<file path="src/rtl/lcg_pkg.sv">
package lcg_pkg;
  localparam int unsigned STAGES      = 25;
  localparam int unsigned WORD_W      = 16;
  localparam int unsigned EXT_W       = STAGES + WORD_W;
  localparam int unsigned CODE_W      = STAGES - 1;
  localparam int unsigned FRAME_WORDS = 2400;

  // feedback taps, bit k set => stage k enters the new bit
  localparam logic [STAGES-1:0] X_FB_MASK = STAGES'(25'h000_0009);
  localparam logic [STAGES-1:0] Y_FB_MASK = STAGES'(25'h000_000F);

  // c2 tap offsets relative to the chip position
  localparam int unsigned X_TAP_A = 4;
  localparam int unsigned X_TAP_B = 7;
  localparam int unsigned X_TAP_C = 18;
  localparam int unsigned Y_TAP_A = 4;
  localparam int unsigned Y_TAP_B = 6;
  localparam int unsigned Y_TAP_C = 17;
endpackage

</file>
<file path="src/rtl/lcg_leap.sv">
module lcg_leap #(
  parameter int unsigned            STAGES  = 25,
  parameter int unsigned            STEP    = 16,
  parameter logic [STAGES-1:0]      FB_MASK = 25'h9,
  localparam int unsigned           EXT_W   = STAGES + STEP
) (
  input  logic              clk_i,
  input  logic              rst_ni,
  input  logic              load_i,
  input  logic [STAGES-1:0] seed_i,
  input  logic              step_i,
  output logic [EXT_W-1:0]  ext_o
);
  logic [STAGES-1:0] state_q, state_d;
  logic [STEP-1:0]   fb;

  // each future bit reads only current stages: top tap + STEP must fit
  for (genvar k = 0; k < STEP; k++) begin : g_fb
    assign fb[k] = ^(FB_MASK & (state_q >> k));
  end

  assign ext_o = {fb, state_q};

  always_comb begin
    state_d = state_q;
    if (load_i)      state_d = seed_i;
    else if (step_i) state_d = {fb, state_q[STAGES-1:STEP]};
  end

  always_ff @(posedge clk_i or negedge rst_ni) begin
    if (!rst_ni) state_q <= '0;
    else         state_q <= state_d;
  end

  a_r2_seed_loaded: assert property (@(posedge clk_i) disable iff (!rst_ni)
    load_i |=> state_q == $past(seed_i));
  a_r7_low_stages_kept: assert property (@(posedge clk_i) disable iff (!rst_ni)
    (step_i && !load_i) |=> state_q[STAGES-STEP-1:0] == $past(state_q[STAGES-1:STEP]));
  a_r7_hold_idle: assert property (@(posedge clk_i) disable iff (!rst_ni)
    (!step_i && !load_i) |=> $stable(state_q));
endmodule

</file>
<file path="src/rtl/lcg_combine.sv">
module lcg_combine
  import lcg_pkg::*;
(
  input  logic [EXT_W-1:0]  x_ext_i,
  input  logic [EXT_W-1:0]  y_ext_i,
  output logic [WORD_W-1:0] c1_o,
  output logic [WORD_W-1:0] c2_o
);
  for (genvar i = 0; i < WORD_W; i++) begin : g_chip
    assign c1_o[i] = x_ext_i[i] ^ y_ext_i[i];
    assign c2_o[i] = x_ext_i[i+X_TAP_A] ^ x_ext_i[i+X_TAP_B] ^ x_ext_i[i+X_TAP_C]
                   ^ y_ext_i[i+Y_TAP_A] ^ y_ext_i[i+Y_TAP_B] ^ y_ext_i[i+Y_TAP_C];
  end
endmodule

</file>
<file path="src/rtl/lcg_frame.sv">
module lcg_frame #(
  parameter int unsigned  FRAME_WORDS = 2400,
  localparam int unsigned CNT_W       = $clog2(FRAME_WORDS)
) (
  input  logic clk_i,
  input  logic rst_ni,
  input  logic start_i,
  input  logic adv_i,
  output logic valid_o,
  output logic last_o,
  output logic step_o
);
  logic             run_q;
  logic [CNT_W-1:0] cnt_q;

  assign valid_o = run_q;
  assign last_o  = run_q && (cnt_q == CNT_W'(FRAME_WORDS - 1));
  assign step_o  = run_q && adv_i && !start_i;

  always_ff @(posedge clk_i or negedge rst_ni) begin
    if (!rst_ni) begin
      run_q <= 1'b0;
      cnt_q <= '0;
    end else if (start_i) begin
      run_q <= 1'b1;
      cnt_q <= '0;
    end else if (step_o) begin
      if (last_o) run_q <= 1'b0;
      cnt_q <= last_o ? '0 : cnt_q + 1'b1;
    end
  end

  a_r2_start_arms: assert property (@(posedge clk_i) disable iff (!rst_ni)
    start_i |=> valid_o && cnt_q == '0);
  a_r8_end_needs_valid: assert property (@(posedge clk_i) disable iff (!rst_ni)
    last_o |-> valid_o);
  a_r8_stop_after_end: assert property (@(posedge clk_i) disable iff (!rst_ni)
    (step_o && last_o) |=> !valid_o);
  a_r8_idle_holds: assert property (@(posedge clk_i) disable iff (!rst_ni)
    (!valid_o && !start_i) |=> !valid_o);
  a_r10_start_no_step: assert property (@(posedge clk_i) disable iff (!rst_ni)
    start_i |-> !step_o);
  a_r7_count_bounded: assert property (@(posedge clk_i) disable iff (!rst_ni)
    cnt_q < CNT_W'(FRAME_WORDS));
endmodule

</file>
<file path="src/rtl/long_code_gen.sv">
module long_code_gen
  import lcg_pkg::*;
(
  input  logic              clk_i,
  input  logic              rst_ni,
  input  logic              start_i,
  input  logic [CODE_W-1:0] code_i,
  input  logic              adv_i,
  output logic              valid_o,
  output logic [WORD_W-1:0] c1_o,
  output logic [WORD_W-1:0] c2_o,
  output logic              frame_end_o
);
  logic             step;
  logic [EXT_W-1:0] x_ext, y_ext;

  lcg_frame #(.FRAME_WORDS(FRAME_WORDS)) u_frame (
    .clk_i   (clk_i),
    .rst_ni  (rst_ni),
    .start_i (start_i),
    .adv_i   (adv_i),
    .valid_o (valid_o),
    .last_o  (frame_end_o),
    .step_o  (step)
  );

  lcg_leap #(.STAGES(STAGES), .STEP(WORD_W), .FB_MASK(X_FB_MASK)) u_x (
    .clk_i  (clk_i),
    .rst_ni (rst_ni),
    .load_i (start_i),
    .seed_i ({1'b1, code_i}),
    .step_i (step),
    .ext_o  (x_ext)
  );

  lcg_leap #(.STAGES(STAGES), .STEP(WORD_W), .FB_MASK(Y_FB_MASK)) u_y (
    .clk_i  (clk_i),
    .rst_ni (rst_ni),
    .load_i (start_i),
    .seed_i ({STAGES{1'b1}}),
    .step_i (step),
    .ext_o  (y_ext)
  );

  lcg_combine u_comb (
    .x_ext_i (x_ext),
    .y_ext_i (y_ext),
    .c1_o    (c1_o),
    .c2_o    (c2_o)
  );

  a_r7_stall_stable: assert property (@(posedge clk_i) disable iff (!rst_ni)
    (valid_o && !adv_i && !start_i) |=> $stable(c1_o) && $stable(c2_o) && valid_o);
  a_r1_end_flag_valid: assert property (@(posedge clk_i) disable iff (!rst_ni)
    !valid_o |-> !frame_end_o);
endmodule

</file>
<file path="config.mk">
export PLATFORM = sky130hd
export DESIGN_NAME = long_code_gen
export DESIGN_NICKNAME = d
export VERILOG_FILES = /design/src/rtl/lcg_pkg.sv /design/src/rtl/lcg_leap.sv /design/src/rtl/lcg_combine.sv /design/src/rtl/lcg_frame.sv /design/src/rtl/long_code_gen.sv
export SDC_FILE = /design/constraint.sdc
export NUM_CORES = 1
export LEC_CHECK = 0
export BUFFER_PORTS_ARGS = -buffer_cell sky130_fd_sc_hd__buf_2
export CORE_MARGIN = 2
export CORE_UTILIZATION = 45
export DETAILED_ROUTE_END_ITERATION = 12
export PLACE_DENSITY = 0.7
export SKIP_LAST_GASP = 1
export SYNTH_ARGS = -nofsm -noshare
export SYNTH_HDL_FRONTEND = slang
export SYNTH_SLANG_ARGS = --single-unit
</file>
<file path="constraint.sdc">
create_clock -name clk_i -period 4.4 [get_ports clk_i]
set_input_delay 0.44 -clock clk_i [delete_from_list [all_inputs] [get_ports clk_i]]
set_output_delay 0.44 -clock clk_i [all_outputs]
set_load 0.01 [all_outputs]
</file>
Yosys cells after proc, flatten, opt, wreduce, memory -nomap -nowiden

Index checks and enable logic that the tools add are counted.

Add/sub/neg operators: 1
Equal/unequal tests: 1
Muxes and demuxes: 10
Bitwise gates (word level): 96
Reduce and logical (&&, ||, !) cells: 39

Operators by type and width:

| cell                                                            | number |
|---|---|
| 25-bit parity                                                   | 32 |
| 25-bit two-way mux                                              | 4 |
| 1-bit XOR                                                       | 96 |
| 12-bit two-way mux                                              | 3 |
| 12-bit by 1-bit adder with 12-bit output, second input constant | 1 |
| 12-bit equality test, second input constant                     | 1 |
| 2-bit nonzero test                                              | 2 |
| 1-bit logical AND                                               | 3 |
| 1-bit two-way mux                                               | 3 |
| 2-bit AND reduction                                             | 1 |
| 1-bit logical NOT                                               | 1 |

Register bits: 63
Bits of input ports: 28
Output and inout bits: 34

Logic depth before layout (Yosys ltp)

Gate-level depths: netlist of the first run.

Depth in word-level cells: 5
Depth in mapped cells: 6
Mapped depth without buffers: 5

Cells and area by module

Synthesis of the first run repeated with hierarchy kept, for this count alone.

Cell total of the unflattened synthesis: 422
Area total of the unflattened synthesis: 4431.8 µm²

By module, submodules not included:

| module          | times used | cells an instance | area an instance (µm²) | seq. area each (µm²) |
|---|---|---|---|---|
| lcg_leap at u_y | 1          | 145               | 1506.4                 | 625.6 |
| lcg_leap at u_x | 1          | 143               | 1437.6                 | 625.6 |
| lcg_combine     | 1          | 63                | 779.5                  | 0.0 |
| lcg_frame       | 1          | 70                | 704.4                  | 325.3 |
| long_code_gen   | 1          | 1                 | 3.8                    | 0.0 |

Least setup slack after synthesis of the first run

Ideal clock, no wire load.

Path type: register to output
Start point: reg u_frame.cnt_q[9]
End point: out frame_end_o
Arrival time: 1.409 ns
Slack: 2.551 ns
Cell stages (with the launch flop): 4
Buffers on the path: 0
Path through: dfrtp_1 > or4b_4 > nor3_1 > and2_1

Word-level cells in the longest chain between the ends: 2

RTL lines:

| item                   | RTL line            | RTL |
|---|---|---|
| from (decl)            | lcg_frame.sv:14     | `logic [CNT_W-1:0] cnt_q;` |
| from (signal assigned) | lcg_frame.sv:29     | `cnt_q <= last_o ? '0 : cnt_q + 1'b1;` |
| 12-bit equality test   | lcg_frame.sv:17     | `assign last_o = run_q && (cnt_q == CNT_W'(FRAME_WORDS - 1));` |
| 1-bit logical AND      | lcg_frame.sv:17     |  |
| to (decl)              | long_code_gen.sv:12 | `output logic frame_end_o` |

No other way between the ends.

Worst setup path in the final report of the first run

Start point: reg u_y.state_q[6]
End point: out c2_o[14]

Word-level cells in the longest chain between the ends: 2

RTL lines:

| item                   | RTL line            | RTL |
|---|---|---|
| from (decl)            | lcg_leap.sv:14      | `logic [STAGES-1:0] state_q, state_d;` |
| from (signal assigned) | lcg_leap.sv:32      | `else state_q <= state_d;` |
| 25-bit parity          | lcg_leap.sv:19      | `assign fb[k] = ^(FB_MASK & (state_q >> k));` |
| 1-bit XOR              | lcg_combine.sv:12   | `^ y_ext_i[i+Y_TAP_A] ^ y_ext_i[i+Y_TAP_B] ^ y_ext_i[i+Y_TAP_C];` |
| to (decl)              | long_code_gen.sv:11 | `output logic [WORD_W-1:0] c2_o,` |

No other way between the ends.

==> results of run 1 <==
==> cell families (layout without fill, tap and decap cells) <==
family,after synthesis,count (layout),share of synthesized area (%)
adder cells (fa/ha/maj),1,1,0.318
buffers and inverters,33,80,3.28
XOR/XNOR,128,128,28.9
flip-flops,63,63,40.1
multiplexers,9,9,2.29
AO/OA/AOI/OAI,77,77,13.1
AND/OR/NAND/NOR,104,104,12.0
==> where the power goes <==
part | internal (mW) | total, mW | leakage (nW) | switching [mW]
Sequential | 0.634 | 0.747 | 0.729 | 0.113
Combinational | 0.424 | 0.885 | 1.02 | 0.461
Clock | 0.214 | 0.439 | 0.0850 | 0.225
==> layout by cell type (no fill, tap or decap), types with 2 or more instances in the layout <==
cell | synthesis | final
a211o_1 | 23 | 23
clkbuf_8 | 0 | 10
xnor2_1 | 94 | 94
nor2_1 | 38 | 38
a21o_1 | 3 | 3
nand4_1 | 4 | 4
dfrtp_1 | 63 | 63
mux2i_1 | 9 | 9
clkinv_2 | 0 | 3
a21oi_1 | 16 | 16
buf_2 | 4 | 61
buf_4 | 0 | 3
xor2_1 | 32 | 32
nand3b_1 | 2 | 2
nor4_1 | 3 | 3
nor3_1 | 4 | 4
o21ai_0 | 28 | 28
a22oi_1 | 2 | 2
nand2_1 | 35 | 34
nand3_1 | 4 | 4
and3_1 | 9 | 9
==> flip-flops by register name (all words and copies together), names as in the netlist <==
signal	cells
u_y.state_q	25
u_x.state_q	25
u_frame.cnt_q	12
u_frame.valid_o	1
==> metrics by stage <==
step	hold WS, ns	setup slack (ns)	total power [mW]
3_3_place_gp	0.511	2.24	1.63
4_1_cts	0.291	1.92	2.09
6_report	0.237	1.92	2.07
3_5_place_dp	0.533	2.19	1.64
5_1_grt	0.301	1.77	2.19
2_1_floorplan	0.144	2.55	1.34
==> metal layers <==
metal / vias up / routed length [um] / GRT usage, %
met5: - / 0 / 0
met4: 0 / 172 / 7.48
met3: 16 / 810 / 4.53
met2: 112 / 4340 / 31.7
met1: 1443 / 4370 / 31.0
li1: 1464 / - / -
==> path summary, 6_finish.rpt <==
kind	slack (ns)	cells after the start	startpoint	to
max	1.92	5	u_y.state_q[6]	c2_o[14]
min	0.24	2	rst_ni	u_x.state_q[6]
max reg2reg	2.18	4	u_frame.valid_o	u_y.state_q[24]
min reg2reg	0.55	1	u_x.state_q[24]	u_x.state_q[24]
max in group asynchronous	3.60	2	rst_ni	u_y.state_q[21]
min in group clk_i	0.30	3	code_i[6]	u_x.state_q[6]
==> cell type report <==
| cell class | count | area, um2 |
|---|---|---|
| Tap cell | 108 | 135 |
| Sequential cell | 63 | 1580 |
| Multi-Input combinational cell | 319 | 2230 |
| Clock buffer | 11 | 141 |
| Inverter | 1 | 3.75 |
| Fill cell | 813 | 4160 |
| Timing Repair Buffer | 64 | 328 |
| Clock inverter | 4 | 22.5 |
==> flow_summary.ini, run 1 <==
[outcome]
status = finished, final reports clean

[yosys]
synth_edf_count = 0
synthCells = 415
synth_fp_nets = 444
yosysTopAreaCell = dfrtp_1
synth.top_cell.area_share_pct = 40.1
yosys-top-cells-count = 94 x xnor2_1, 63 x dfrtp_1, 38 x nor2_1
netlist_area_mm2 = 0.00393
synth_most_common_cell = xnor2_1
ys_seq_area_share_pct = 40.1
synthArstFlopShare_pct = 100
ys.flop_type = dfrtp_1
ys_ff_latch = 63
ys_warn_count = 0
synth_area_per_cell_um2 = 9.47
synth_cell_type_count = 34
synth.top_cells.by_area = dfrtp_1 40%, xnor2_1 21%, xor2_1 7.1%

[global_route]
grt_util_all_layers_pct = 21.4
grt_pass1_wl_mm = 15.7
grt_max_degree = 80
grt_antenna_before_repair = 0
grt-ovfl-total = 0
grt_pass1_vias = 3004

[clocking]
cts_num_sinks = 63
cts_made_buffers = 9
htreeDepth = 3
cts_setup_buffers = 0
cts_hold_buf = 0
ctsLongestPathBuffers = 2
clk-insertion-delay-late_ns = 0.34
cts.clk_slew.worst_paths_ns = 0.08
cts_tree = built
root_buffer = clkbuf_8
cts-resized-gates = 0

[critical_path]
endpoint_kind = output port
max_stage_delay_ns = 0.53
critPathTopFamily = XOR/XNOR gates
cp-start-kind = register
cp.required_ns = 3.96
worst-path-buf-inv = 1
critical_path_class = register to output port
crit_fanout = 4
path_common_cell = xnor2_1
crit_slowest_cell = xnor2_1
worstPathCellList = xnor2_1, xnor2_1, xnor2_1, xnor2_1, buf_2
cp_data_arrival_time_ns = 2.04

[routing]
vias = 3035
route.detailed.drc = 0
wl_mm = 9.70
drt_iter0_drc = 248
post_drt_via_cell_ratio = 5.32
ant_nets = 0
wl_per_cell_um = 17.0
first_pass_iters = 4

[sta]
setup_violations = 0
max-slew-margin-rel_pct = 46.4
drv_slew = 0
clock.fmax_ghz = 0.403
tightest_slew_ns = 0.803
finalHoldViolations = 0
rsz0062_at_grt = no
setup_tns_ns = 0
period_needed_ns = 2.48
period_share_pct = 56.3
skew_ns = 0.0106

[layout]
syn2layout_area_growth_pct = 12.8
design_area_mm2 = 0.00443
drive_gt1_share_pct = 18.4
fin_util_pct = 51.6
layoutNonFillerInstCount = 570
final_nets = 487
num_antenna_cells = 0

[floorplan]
rows = 34
coreArea_mm2 = 0.00859
die_x_um = 97.4
dieArea_mm2 = 0.00949
io_pins = 62
start_util_pct = 45.7
die_h_um = 97.4

[power]
power.density_mw_per_mm2 = 467
peakVddDrop_uv = 286
leakage_nw = 1.83

[placement]
io_buffers = 61
place.gp.congestion = 0.931
dpl_cell_area_mm2 = 0.00427
place_inst = 555
dp_hpwl_mm = 7.04

[min_path]
hold_class = input port to asynchronous set/reset pin

[run]
maxCapViolations = 0
Note: power is estimated with default switching activity, not from simulation.
==> run 2, diff against run 1 <==
--- a/config.mk
+++ b/config.mk
@@ -5,11 +5,12 @@
 export SDC_FILE = /design/constraint.sdc
 export NUM_CORES = 1
 export LEC_CHECK = 0
+export ABC_AREA = 1
 export BUFFER_PORTS_ARGS = -buffer_cell sky130_fd_sc_hd__buf_2
 export CORE_MARGIN = 2
 export CORE_UTILIZATION = 45
 export DETAILED_ROUTE_END_ITERATION = 12
-export PLACE_DENSITY = 0.7
+export PLACE_DENSITY = 0.69
 export SKIP_LAST_GASP = 1
 export SYNTH_ARGS = -nofsm -noshare
 export SYNTH_HDL_FRONTEND = slang
==> constraint.sdc (replaced) <==
create_clock -name clk_i -period 2.5 [get_ports clk_i]
set_input_delay 0.25 -clock clk_i [delete_from_list [all_inputs] [get_ports clk_i]]
set_output_delay 0.25 -clock clk_i [all_outputs]
set_load 0.01 [all_outputs]
==> flow_summary.ini, run 2 <==
[outcome]
status = finished, final reports clean

[routing]
first_pass_iters = 6
post_drt_via_cell_ratio = 5.31
drt_iter0_drc = 284
route.detailed.drc = 0
ant_nets = 0
wl_per_cell_um = 16.3
vias = 4176
wl_mm = 12.9

[clocking]
cts_hold_buf = 1
cts_num_sinks = 63
cts-resized-gates = 0
clk-insertion-delay-late_ns = 0.35
cts.clk_slew.worst_paths_ns = 0.08
htreeDepth = 3
root_buffer = clkbuf_8
ctsLongestPathBuffers = 2
cts_setup_buffers = 0
cts_made_buffers = 9
cts_tree = built

[critical_path]
r2r_end = u_frame.cnt_q[4]
critical_path_class = register to output port
crit_slowest_cell = dfrtp_1
max_stage_delay_ns = 0.67
reg2reg_slack_ns = 0.76
cp-start-kind = register
endpoint_kind = output port
cp_data_arrival_time_ns = 2.03
path_common_cell = nand2_1
worstPathCellList = inv_1, nand2_1, nand2_1, nand2_1, nand2_1, nand2_1, nand2_1, nand2_1, inv_1, nor2_1, buf_2
cp.required_ns = 2.25
reg2reg_depth = 7
timing.rr.start = u_frame.valid_o
crit_fanout = 8
crit_start = u_y.state_q[9]
endpoint = c2_o[14]

[layout]
mostFrequentLayoutCell = nand2_1
syn2layout_area_growth_pct = 11.4
fin_util_pct = 51.5
top_regs = u_x.state_q x25, u_y.state_q x25, u_frame.cnt_q x12
final_nets = 678
drive_gt1_share_pct = 14.5
num_antenna_cells = 0
design_area_mm2 = 0.00501
fillers = 1000
final_cell_mix = 199 x nand2_1, 65 x inv_1, 63 x dfrtp_1

[placement]
place.gp.congestion = 0.985
dp_slack_ns = 0.651
dpl_cell_area_mm2 = 0.00479
io_buffers = 61
dp_hpwl_mm = 9.78

[sta]
timing.final.ws_setup_ns = 0.217
skew_ns = 0.0164
period_share_pct = 91.3
clock.fmax_ghz = 0.438
rsz0062_at_grt = no
tightest_slew_ns = 0.532
setup_tns_ns = 0
period_needed_ns = 2.28
finalHoldViolations = 0
drv_slew = 0
holdWs_ns = 0.110
setup_violations = 0
max-slew-margin-rel_pct = 64.5

[power]
power.density_mw_per_mm2 = 765
p_comb_share_pct = 40.1
pwr-share-clk_pct = 24.8
leakage_nw = 2.49
p_switching_mw = 1.57
p_int_mw = 2.26
p_sw_share_pct = 41.0
seqPwrFrac_pct = 35.1
peakVddDrop_uv = 360

[yosys]
ys.flop_type = dfrtp_1
synthCells = 607
synth.top_cell.area_share_pct = 35.1
yosysTopAreaCell = dfrtp_1
netlist_area_mm2 = 0.00449
synth_fp_nets = 636
synth_edf_count = 0
synth_cell_type_count = 32
ys_warn_count = 0
ys_ff_latch = 63
synth_most_common_cell = nand2_1
synth_area_per_cell_um2 = 7.40
ys_seq_area_share_pct = 35.1
yosys-top-cells-count = 199 x nand2_1, 65 x inv_1, 63 x dfrtp_1
synth.top_cells.by_area = dfrtp_1 35%, nand2_1 17%, xor2_1 10%
synthArstFlopShare_pct = 100

[global_route]
grt-ovfl-total = 0
grt_pass1_vias = 4047
grt_use_met3_pct = 4.20
grt_pass1_wl_mm = 21.0
grt_util_all_layers_pct = 24.7
grtUsageMet1_pct = 35.7
grt_most_used_layer = met2
met2_usage_pct = 37.8
grt_antenna_before_repair = 0
grt_max_degree = 33

[floorplan]
io_pins = 62
die_h_um = 104
die_x_um = 104
dieArea_mm2 = 0.0108
rows = 36
start_util_pct = 46.2
coreArea_mm2 = 0.00973

[min_path]
hold_class = input port to register

[run]
maxCapViolations = 0
-- run 2: changes by cell type after synthesis, sizes merged, moves of 23 or more --
| cell | change |
|---|---|
| nand2 | +167 |
| buf | +25 |
| xnor2 | -54 |
| inv | +66 |
| nand3 | +30 |
| a211o | -23 |
-- run 2: how the worst min path moves through the flow --
stage / from / endpoint / slack, ns / depth (start not counted)
global route: code_i[6] / u_x.state_q[6] / 0.12 / 3
detailed placement: rst_ni / u_x.state_q[23] / 0.19 / 1
finish: code_i[6] / u_x.state_q[6] / 0.11 / 3
global placement: rst_ni / u_x.state_q[7] / 0.20 / 1
floorplan: rst_ni / u_frame.cnt_q[0] / -0.05 / 0
CTS: code_i[6] / u_x.state_q[6] / 0.10 / 3
-- run 2: area by class of cell --
type                       instances  area, um2  share of cell area [%]
sequential                        63       1580                    31.5
timing repair buffer              68        360                    7.20
multi-input combinational        440       2440                    48.8
clock inverter                     5       56.3                    1.12
clock buffer                      11        151                    3.02
tap                              133        166                    3.32
inverter                          67        251                    5.02
-- run 2: worst max-delay path: cells and delay by family, from the launching register on --
family	cells	cell delay, ns
flops	1	0.67
buf+inv	3	0.35
simple gates	8	0.65
-- run 2: power by group through the flow --
stage	Combinational (mW)	Sequential, mW	Clock, mW
2_1_floorplan	1.18	1.20	0
3_3_place_gp	1.51	1.35	0
3_5_place_dp	1.53	1.35	0
4_1_cts	1.53	1.33	0.958
5_1_grt	1.72	1.35	1.00
6_report	1.54	1.34	0.950
-- run 2: logic make-up (layout without fill, tap and decap cells) --
logic type | Yosys count | after routing | synth area share, %
and+or+nand+nor | 284 | 284 | 25.9
buffers and inverters | 104 | 151 | 10.6
xor gates and xnor gates | 94 | 94 | 18.8
DFF | 63 | 63 | 35.1
AOI/OAI and AO/OA | 61 | 61 | 9.38
adders and majority gates | 1 | 1 | 0.278
-- run 2: through the flow --
stage / power, mW / std cells
CTS: 3.83 / 787
finish: 3.83 / 787
detailed placement: 2.88 / 770
global route: 4.07 / 787
floorplan: 2.38 / 607
global placement: 2.86 / 770
-- run 2: layer usage --
metal | up-vias | share of wire, %
met4 | 0 | 2.2
li1 | 1989 | -
met1 | 1976 | 44
met2 | 187 | 45
met5 | - | 0
met3 | 24 | 9.3
